===== src/rtl/mp_uart_rx.sv =====
module mp_uart_rx #(
  parameter int DATA_W = 8,
  parameter int OSR    = 16
) (
  input  logic              clk,
  input  logic              rst_n,
  input  logic              rxd,
  input  logic              tick,
  input  logic              wake_wr,
  input  logic              wake_wdata,
  input  logic              rie,
  input  logic              eie,
  input  logic              flag_clr,
  output logic [DATA_W-1:0] rx_data,
  output logic              rx_full,
  output logic              frm_err,
  output logic              ovr_err,
  output logic              mpb_flag,
  output logic              wake_en,
  output logic              rxi_irq,
  output logic              eri_irq
);
  localparam int CW = $clog2(OSR);
  localparam int BW = (DATA_W > 1) ? $clog2(DATA_W) : 1;
  localparam logic [CW-1:0] MID  = CW'(OSR/2 - 1);
  localparam logic [CW-1:0] LAST = CW'(OSR - 1);
  localparam logic [BW-1:0] BLAST = BW'(DATA_W - 1);

  typedef enum logic [2:0] {S_IDLE, S_START, S_DATA, S_MPB, S_STOP, S_BRK} st_t;

  st_t              st;
  logic [CW-1:0]    cnt;
  logic [BW-1:0]    bcnt;
  logic [DATA_W-1:0] sh;
  logic             mpb_s;
  logic [1:0]       sync;
  logic             rx_s;
  logic             bit_end, done, accept, load;

  assign rx_s    = sync[1];
  assign bit_end = tick && (cnt == LAST);
  assign done    = bit_end && (st == S_STOP);
  assign accept  = done && !(wake_en && !mpb_s);
  assign load    = accept && !rx_full && rx_s;

  always_ff @(posedge clk or negedge rst_n)
    if (!rst_n) sync <= 2'b11;
    else        sync <= {sync[0], rxd};

  always_ff @(posedge clk or negedge rst_n) begin
    if (!rst_n) begin
      st <= S_IDLE; cnt <= '0; bcnt <= '0; sh <= '0; mpb_s <= 1'b0;
    end else if (tick) begin
      case (st)
        S_IDLE:
          if (!rx_s) begin st <= S_START; cnt <= '0; end
        S_START:
          if (cnt == MID) begin
            cnt  <= '0;
            bcnt <= '0;
            st   <= rx_s ? S_IDLE : S_DATA;
          end else cnt <= cnt + 1'b1;
        S_DATA:
          if (cnt == LAST) begin
            cnt <= '0;
            sh  <= {rx_s, sh[DATA_W-1:1]};
            if (bcnt == BLAST) st <= S_MPB;
            else bcnt <= bcnt + 1'b1;
          end else cnt <= cnt + 1'b1;
        S_MPB:
          if (cnt == LAST) begin
            cnt <= '0; mpb_s <= rx_s; st <= S_STOP;
          end else cnt <= cnt + 1'b1;
        S_STOP:
          if (cnt == LAST) begin
            cnt <= '0; st <= rx_s ? S_IDLE : S_BRK;
          end else cnt <= cnt + 1'b1;
        S_BRK:
          if (rx_s) st <= S_IDLE;
        default: st <= S_IDLE;
      endcase
    end
  end

  always_ff @(posedge clk or negedge rst_n) begin
    if (!rst_n) begin
      rx_data <= '0; rx_full <= 1'b0; frm_err <= 1'b0;
      ovr_err <= 1'b0; mpb_flag <= 1'b0; wake_en <= 1'b0;
    end else begin
      rx_full <= load | (rx_full & ~flag_clr);
      frm_err <= (accept & ~rx_full & ~rx_s) | (frm_err & ~flag_clr);
      ovr_err <= (accept & rx_full) | (ovr_err & ~flag_clr);
      if (load)   rx_data  <= sh;
      if (accept) mpb_flag <= mpb_s;
      if (accept && wake_en) wake_en <= 1'b0;
      else if (wake_wr)      wake_en <= wake_wdata;
    end
  end

  assign rxi_irq = rie & rx_full & ~wake_en;
  assign eri_irq = eie & (frm_err | ovr_err) & ~wake_en;
endmodule


===== config.mk =====
export PLATFORM = sky130hd
export DESIGN_NAME = mp_uart_rx
export DESIGN_NICKNAME = d
export VERILOG_FILES = /design/src/rtl/mp_uart_rx.sv
export SDC_FILE = /design/constraint.sdc
export NUM_CORES = 1
export LEC_CHECK = 0
export BUFFER_PORTS_ARGS = -buffer_cell sky130_fd_sc_hd__buf_4
export CAP_MARGIN = 20
export CORE_ASPECT_RATIO = 0.6
export CORE_MARGIN = 4
export CORE_UTILIZATION = 45
export DETAILED_ROUTE_END_ITERATION = 7
export PLACE_DENSITY = 0.65
export SYNTH_ARGS = -nofsm -noshare
export SYNTH_HDL_FRONTEND = slang
export SYNTH_SLANG_ARGS = --single-unit

===== constraint.sdc =====
create_clock -name clk -period 3.61 [get_ports clk]
set_clock_uncertainty 0.2 [all_clocks]
set_input_delay 0 -clock clk [delete_from_list [all_inputs] [get_ports clk]]
set_output_delay 0 -clock clk [all_outputs]
set_load 0.02 [all_outputs]

==> flow_summary.toml, run 1 <==
[outcome]
status = "complete, no violations"

[setup_path]
critPathCaptureType = "flip-flop"
required_ps = 3570
crit_type = "flip-flop to flip-flop"
path_max_fanout = 3
cp.arrival_ps = 2290
start_kind = "flip-flop"

[route]
routedWlPerCell_um = 14.6
vias = 1141
wirelength_um = 3040
viasPerCell = 5.46
dr.pass1.iters = 4
ant_nets = 0
drt_iter0_markers = 46
drcViolationCount = 0

[yosys]
synth_cell_types = 42
yosys_warnings = 0
async_reset_ff_share_pct = 100
yosysSeqAreaShare_pct = 53.1
synth_seq_cells = 34
synth_fp_nets = 143
syn_inst = 131
synth_flop_cell = "dfrtp_1"
syn_area_per_cell_sq_um = 12.3
syn-cell-area_sq_mm = 0.00161
synth_edf_count = 0

[timing]
slew_headroom_pct = 58.2
finalCritPeriodShare_pct = 64.4
fin_crit_ps = 2320
fmax_mhz = 430
final_hold_viol_count = 0
setup_viol = 0
tns_ps = 0
drv_slew = 0
worst_pin_slew_ps = 624
rsz0062_at_grt = "no"

[cts]
clockRootBuffer = "clkbuf_8"
clk_pin_slew_ps = 70
cts_tree = "built"
cts_setup_buffers = 0
worstSkewPairLatency_ps = 280
htree_levels = 2
numCtsBuffers = 5
cts_hold_buf = 6
cts-resized-gates = 0
clk_path_buf_depth = 2
cts.sinks = 34

[hold_path]
hp-class = "input pin to asynchronous set/reset pin"

[placed_design]
place_area_sq_mm = 0.00182
io_buffers = 23
hpwlAfterDp_um = 2110
place.gp.congestion = 0.871

[die]
die_x_um = 85.1
dieArea_sq_mm = 0.00462
die_h_um = 54.3
core_area_sq_mm = 0.00334
start_util_pct = 48.1
row_count = 16
ioPinCount = 24

[grt]
antenna_found_initial = 0
grt_pass1_vias = 1032
grt-ovfl-total = 0
grt_pass1_wl_um = 4930
grt_start_max_net_pins = 35
track_usage_pct = 14.1

[layout]
drive_above_1_share_pct = 34.8
n_fill_cell = 270
fin_nets = 175
diodes = 0
finish.instance_area_sq_mm = 0.00197
syn_to_final_growth_pct = 22.5

[pwr]
ir_worst_vdd_v = 0.000285
p_leak_nw = 0.985
powerDensity_mw_per_mm2 = 531

[job]
max_cap_viol_count = 0
==> flip-flops by register name, summed over array words and instances, names as in the netlist <==
name,count
ovr_err,1
st,3
cnt,4
rx_data,8
wake_en,1
mpb_flag,1
sync,2
frm_err,1
mpb_s,1
bcnt,3
rx_full,1
sh,8
==> layout by cell type, fill, tap and decap left out, types with 2 or more instances in the layout <==
cell / n
buf_4: 23
o21ai_0: 2
a21oi_1: 5
dlygate4sd3_1: 6
ha_1: 3
mux2i_1: 3
nand3_1: 5
inv_1: 3
dfrtp_1: 32
a22o_1: 2
nor2b_1: 2
dfstp_2: 2
a21o_1: 4
clkbuf_1: 2
a41oi_1: 2
nand4_1: 2
nor3b_1: 3
nand2_1: 8
nand2b_1: 2
nor2_1: 6
clkbuf_8: 6
mux2_2: 18
o21ai_1: 2
==> cell usage after synthesis, drive strengths merged, types with 3 or more instances <==
master,n,area (sq um)
ha,3,37.5
mux2,19,218
nor2,7,28.8
a21oi,5,25.0
mux2i,3,30.0
nand2,8,30.0
nand3,5,25.0
dfrtp,32,801
o21ai,4,20.0
a21o,4,30.0
nor3b,3,22.5
inv,3,11.3
nand4,3,25.0
==> critical path: stages, from the launching register on <==
cell and delay (ps):
dfrtp_1 400, ha_1 210, ha_1 190, and4bb_1 270, a21oi_1 50, or4b_4 580, mux2_4 320
==> worst paths after layout <==
kind | slack, ps | start | cells after the start | endpoint
max in group asynchronous | 2880 | rst_n | 2 | sync[1]
worst min register to register | 160 | sync[0] | 0 | sync[1]
worst min-delay path | 2 | rst_n | 2 | cnt[2]
worst max-delay path | 1290 | bcnt[0] | 6 | bcnt[0]
min in group clk | 140 | rie | 4 | rxi_irq
worst max register to register | 1290 | bcnt[0] | 6 | bcnt[0]
==> cells by family (layout without fill, tap and decap cells) <==
logic type,after synthesis,after routing,share of synthesized area (%)
DFF,34,34,53.1
and+or+nand+nor,42,42,17.4
adders and majority gates,3,3,2.34
muxes,22,22,15.4
AOI/OAI and AO/OA,23,23,9.89
buffers and inverters,7,40,1.79
==> through the flow <==
step	setup WS [ps]	power, mW	instances	hold WS, ps	utilization, %
finish	1290	1.04	209	1.71	58.9
global route	1200	1.12	209	32.6	58.9
CTS	1290	1.06	209	15.9	58.9
detailed placement	1300	0.764	195	-229	54.4
global placement	1360	0.754	195	-227	54.4
floorplan	1410	0.697	131	-496	-
==> layout make-up <==
cell class	instances	area [sq um]	area share (%)
Tap cell	45	56.3	2.86
Timing Repair Buffer	29	233	11.8
Inverter	3	11.3	0.572
Clock buffer	8	90.1	4.58
Sequential cell	34	853	43.4
Multi-Input combinational cell	90	724	36.8
==> routing by layer <==
metal	vias up	track usage (%)	wire length, um
li1	557	-	-
met1	539	21.1	1670
met2	42	18.2	1140
met3	3	4.81	200
met4	0	6.05	27
met5	-	0	0
==> where the power goes <==
group	switching [mW]	leakage [nW]	internal, mW
clock network	0.125	0.0455	0.155
logic	0.137	0.492	0.119
registers	0.0818	0.447	0.427
Note: power is estimated with default switching activity, not from simulation.
==> run 2: changes to the inputs <==
- clock period: 3.61 -> 2.2 ns (I/O delays scaled with it)
==> run 2 against run 1 <==
The flow now finishes with violations (hold timing). Total power is 80% higher. Worst setup slack worse by 1200 ps. Sequential share of layout area is 2.3 points lower. Combinational power is 89% higher. Clock-buffer cell count is 3 lower. Register-to-register slack worse by 1200 ps. Largest cell class unchanged. Largest power group unchanged. Highest routed layer unchanged.
==> flow_summary.toml, run 2 (synthesized netlist as in run 1, its figures left out) <==
[timing]
worst_pin_slew_ps = 502
slew_headroom_pct = 66.2
fin_crit_ps = 2160
fin_hold_ws_ps = -4.36
tns_ps = 0
final_hold_viol_count = 4
setup_viol = 0
fmax_mhz = 463
drv_slew = 0
finalCritPeriodShare_pct = 98.2
rsz0062_at_grt = "yes"

[layout]
final_cell_mix = "dfrtp_1 (32), buf_4 (30), mux2_2 (18)"
diodes = 0
reg_top3 = "rx_data: 8 flops, sh: 8 flops, cnt: 4 flops"
final_common_cell = "dfrtp_1"
syn_to_final_growth_pct = 29.5
fin_nets = 183
drive_above_1_share_pct = 41.9
final_cell_count_no_fill = 217

[cts]
cts.sinks = 34
htree_levels = 2
worstSkewPairLatency_ps = 280
clk_pin_slew_ps = 70
clockRootBuffer = "clkbuf_8"
cts_tree = "built"
clk_path_buf_depth = 2
numCtsBuffers = 5

[setup_path]
slowest_stage = "or4b_4"
start_kind = "flip-flop"
cp.arrival_ps = 2130
cpPeakStageDelay_ps = 520
path_max_fanout = 2
crit_type = "flip-flop to flip-flop"
required_ps = 2170
crit_chain = "ha_2 > ha_4 > and4bb_1 > a21oi_1 > or4b_4 > mux2_4"
critPathCaptureType = "flip-flop"

[outcome]
status = "complete, but fails checks"
failed_checks = "hold timing"

[hold_path]
hp-class = "input pin to asynchronous set/reset pin"

[pwr]
clock_power_share_pct = 30.3
intPower_mw = 1.28
p_leak_nw = 1.03
ir_worst_vdd_v = 0.000557
powerDensity_mw_per_mm2 = 906
p_sw_share_pct = 32.3
p_comb_share_pct = 25.6
power_frac_seq_pct = 44.1
p_sw_mw = 0.609

[route]
drcViolationCount = 0
vias = 1165
drt_iter0_markers = 36
dr.pass1.iters = 4
routedWlPerCell_um = 14.7
wirelength_um = 3190
ant_nets = 0
viasPerCell = 5.37

[placed_design]
hpwlAfterDp_um = 2260
place.gp.congestion = 0.832
io_buffers = 23
place_inst = 202

[grt]
grt-ovfl-total = 0
grt_pass1_vias = 1166
antenna_found_initial = 0
grt_pass1_wl_um = 5550
grt_start_max_net_pins = 35
track_usage_pct = 15.9

[die]
die_h_um = 54.3
dieArea_sq_mm = 0.00462
ioPinCount = 24
die_x_um = 85.1
core_area_sq_mm = 0.00334
start_util_pct = 48.1
row_count = 16

[job]
max_cap_viol_count = 0
-- run 2: worst paths after layout --
path	from	endpoint	slack [ps]	cells after the start
min	rst_n	cnt[1]	-4	2
min reg2reg	sync[0]	sync[1]	160	0
max	bcnt[0]	bcnt[0]	40	6
min in group clk	rie	rxi_irq	140	4
max reg2reg	bcnt[0]	bcnt[0]	40	6
max in group asynchronous	rst_n	sync[1]	1480	2
-- run 2: layout make-up --
type,count,area [sq um]
flip-flops and latches,34,853
repair buffers,37,297
clock buffers,5,68.8
inverters,3,11.3
multi-input cells,90,749
well taps,45,56.3
fillers,270,1260
clock inverters,3,45.0
-- run 2: metal layers --
| layer | GRT usage [%] | wire, um | share of wire (%) |
|---|---|---|---|
| met5 | 0 | 0 | 0 |
| met4 | 3.95 | 8 | 0.25 |
| met3 | 6.02 | 172 | 5.4 |
| met2 | 23.5 | 1370 | 43 |
| met1 | 22.3 | 1640 | 51 |
-- run 2: stage by stage --
step                      power, mW  utilization, %  cell area (sq um)  hold slack, ps  setup WS [ps]
after floorplan                1.14               -               1610            -496           31.9
after global placement         1.27            56.0               1870            -230           22.4
after detailed placement       1.29            56.0               1870            -223          -34.2
after CTS                      1.88            61.9               2070            10.3          -13.0
after global routing           2.01            62.2               2080            31.3          -7.84
final                          1.89            62.2               2080           -4.36           40.3
-- run 2: power by group through the flow --
stage,Clock [mW],Combinational [mW],Sequential [mW]
global route,0.615,0.545,0.848
global placement,0,0.435,0.831
finish,0.571,0.483,0.831
floorplan,0,0.373,0.770
CTS,0.582,0.474,0.827
detailed placement,0,0.451,0.836
-- run 2: critical path, delay by kind of cell, from the launching register on --
family	cells	cell delay, ps
multiplexers	1	310
flip-flops	1	390
AO/OA/AOI/OAI	1	40
AND/OR/NAND/NOR	2	760
adder cells (fa/ha/maj)	2	350
-- run 2: repair_timing --
action,CTS,global route
pin swaps,3,2
hold buffers,6,0
resized for setup,4,3
endpoints found under the hold margin,45,0
buffers inserted,1,0
endpoints found under the setup margin,2,8
==> run 3: changes to the inputs <==
- SETUP_SLACK_MARGIN: not set -> 0.1
==> run 3 against run 2 <==
The run still ends with hold timing left. Combinational power is 4% lower. Global-route usage is 0.078 points lower. Largest cell class unchanged. Via count is 0.26% lower. Fmax shrank 0.69%. Critical path depth stayed put.
==> flow_summary.toml, run 3 (synthesized netlist as in run 1, its figures left out) <==
[timing]
setup_viol = 0
fmax_mhz = 460
fin_hold_ws_ps = -2.92
finalCritPeriodShare_pct = 98.8
fin_crit_ps = 2170
final_hold_viol_count = 2
worst_pin_slew_ps = 428
layout_setup_ws_ps = 25.4
rsz0062_at_grt = "yes"
drv_slew = 0
slew_headroom_pct = 71.5

[route]
viasPerCell = 5.35
drt_iter0_markers = 46
vias = 1162
dr.pass1.iters = 4
ant_nets = 0
drcViolationCount = 0
routedWlPerCell_um = 14.8
wirelength_um = 3210

[setup_path]
path_max_fanout = 2
required_ps = 2170
cpPeakStageDelay_ps = 520
slowest_stage = "or4b_4"
cp.arrival_ps = 2150
cp_top_family = "simple AND/OR/NAND/NOR gates"
crit_type = "flip-flop to flip-flop"
crit_chain = "ha_2 > ha_4 > and4bb_1 > a21oi_2 > or4b_4 > mux2_4"
critPathCaptureType = "flip-flop"
start_kind = "flip-flop"
rrSetupSlack_ps = 30
crit_buf_inv = 0

[grt]
grt_pass1_wl_um = 5510
grt-ovfl-total = 0
grt_start_max_net_pins = 35
antenna_found_initial = 0
track_usage_pct = 15.9
grt_pass1_vias = 1111

[cts]
clockRootBuffer = "clkbuf_8"
clk_pin_slew_ps = 70
numCtsBuffers = 5
worstSkewPairLatency_ps = 280
clk_path_buf_depth = 2
htree_levels = 2
cts_tree = "built"
cts.sinks = 34

[outcome]
status = "complete, but fails checks"
failed_checks = "hold timing"

[pwr]
ir_worst_vdd_v = 0.000496
powerDensity_mw_per_mm2 = 869
p_leak_nw = 1.03
total_power_mw = 1.79

[hold_path]
hp-class = "input pin to asynchronous set/reset pin"

[placed_design]
place.gp.congestion = 0.801
hpwlAfterDp_um = 2220
pre_cts_ws_ps = 47.3
io_buffers = 23
place_area_sq_mm = 0.00186
place_inst = 200

[layout]
n_fill_cell = 271
finish.instance_area_sq_mm = 0.00206
fin_nets = 183
syn_to_final_growth_pct = 28.5
final_cell_mix = "dfrtp_1 (32), buf_4 (30), mux2_2 (18)"
final_cell_count_no_fill = 217
reg_top3 = "rx_data: 8 flops, sh: 8 flops, cnt: 4 flops"
final_common_cell = "dfrtp_1"
diodes = 0
drive_above_1_share_pct = 42.4
post-route-util_pct = 61.8

[job]
max_cap_viol_count = 0

[die]
die_x_um = 85.1
dieArea_sq_mm = 0.00462
die_h_um = 54.3
row_count = 16
core_area_sq_mm = 0.00334
start_util_pct = 48.1
ioPinCount = 24
run 3: timing repair:
item | 4_1_cts | 5_1_grt
buffers inserted | 1 | 2
setup endpoints to repair | 3 | 17
hold buffers | 6 | 0
pin swaps | 0 | 0
gates resized for setup | 0 | 7
endpoints found under the hold margin | 44 | 0
run 3: report_power, final:
group | switching [mW] | internal [mW] | total (mW) | leakage, nW
Sequential | 0.146 | 0.700 | 0.846 | 0.447
Clock | 0.232 | 0.251 | 0.483 | 0.0472
Combinational | 0.233 | 0.232 | 0.465 | 0.533
run 3: routing by layer:
layer,vias to the layer above,track usage (%),part of all wire [%]
met4,0,3.95,0
met2,21,21.8,44
met1,569,22.6,52
met5,-,0,0
met3,0,7.22,4.2
li1,572,-,-
run 3: worst paths after layout:
path / startpoint / to / cells past startpoint
setup / recovery: bcnt[0] / bcnt[0] / 6
hold / removal: rst_n / mpb_flag / 2
setup reg to reg: bcnt[0] / bcnt[0] / 6
hold reg to reg: sync[0] / sync[1] / 0
max in group asynchronous: rst_n / sync[1] / 2
min in group clk: rie / rxi_irq / 4
run 3: worst register-to-register path, stage by stage (launching register included):
cell and delay, ps:
dfrtp_1 400, ha_2 190, ha_4 150, and4bb_1 250
a21oi_2 40, or4b_4 520, mux2_4 310
run 3: stage by stage:
step	hold slack (ps)	setup TNS, ps
finish	-2.92	0
detailed placement	-227	0
floorplan	-496	0
global route	13.8	-43.1
global placement	-230	0
CTS	11.6	0
run 3: final cells by class:
class | count | area, sq um | area share [%]
tap | 45 | 56.3 | 2.73
timing repair buffer | 37 | 297 | 14.4
multi-input combinational | 90 | 752 | 36.4
inverter | 3 | 11.3 | 0.545
clock inverter | 2 | 12.5 | 0.606
sequential | 34 | 853 | 41.3
clock buffer | 6 | 82.6 | 4.00
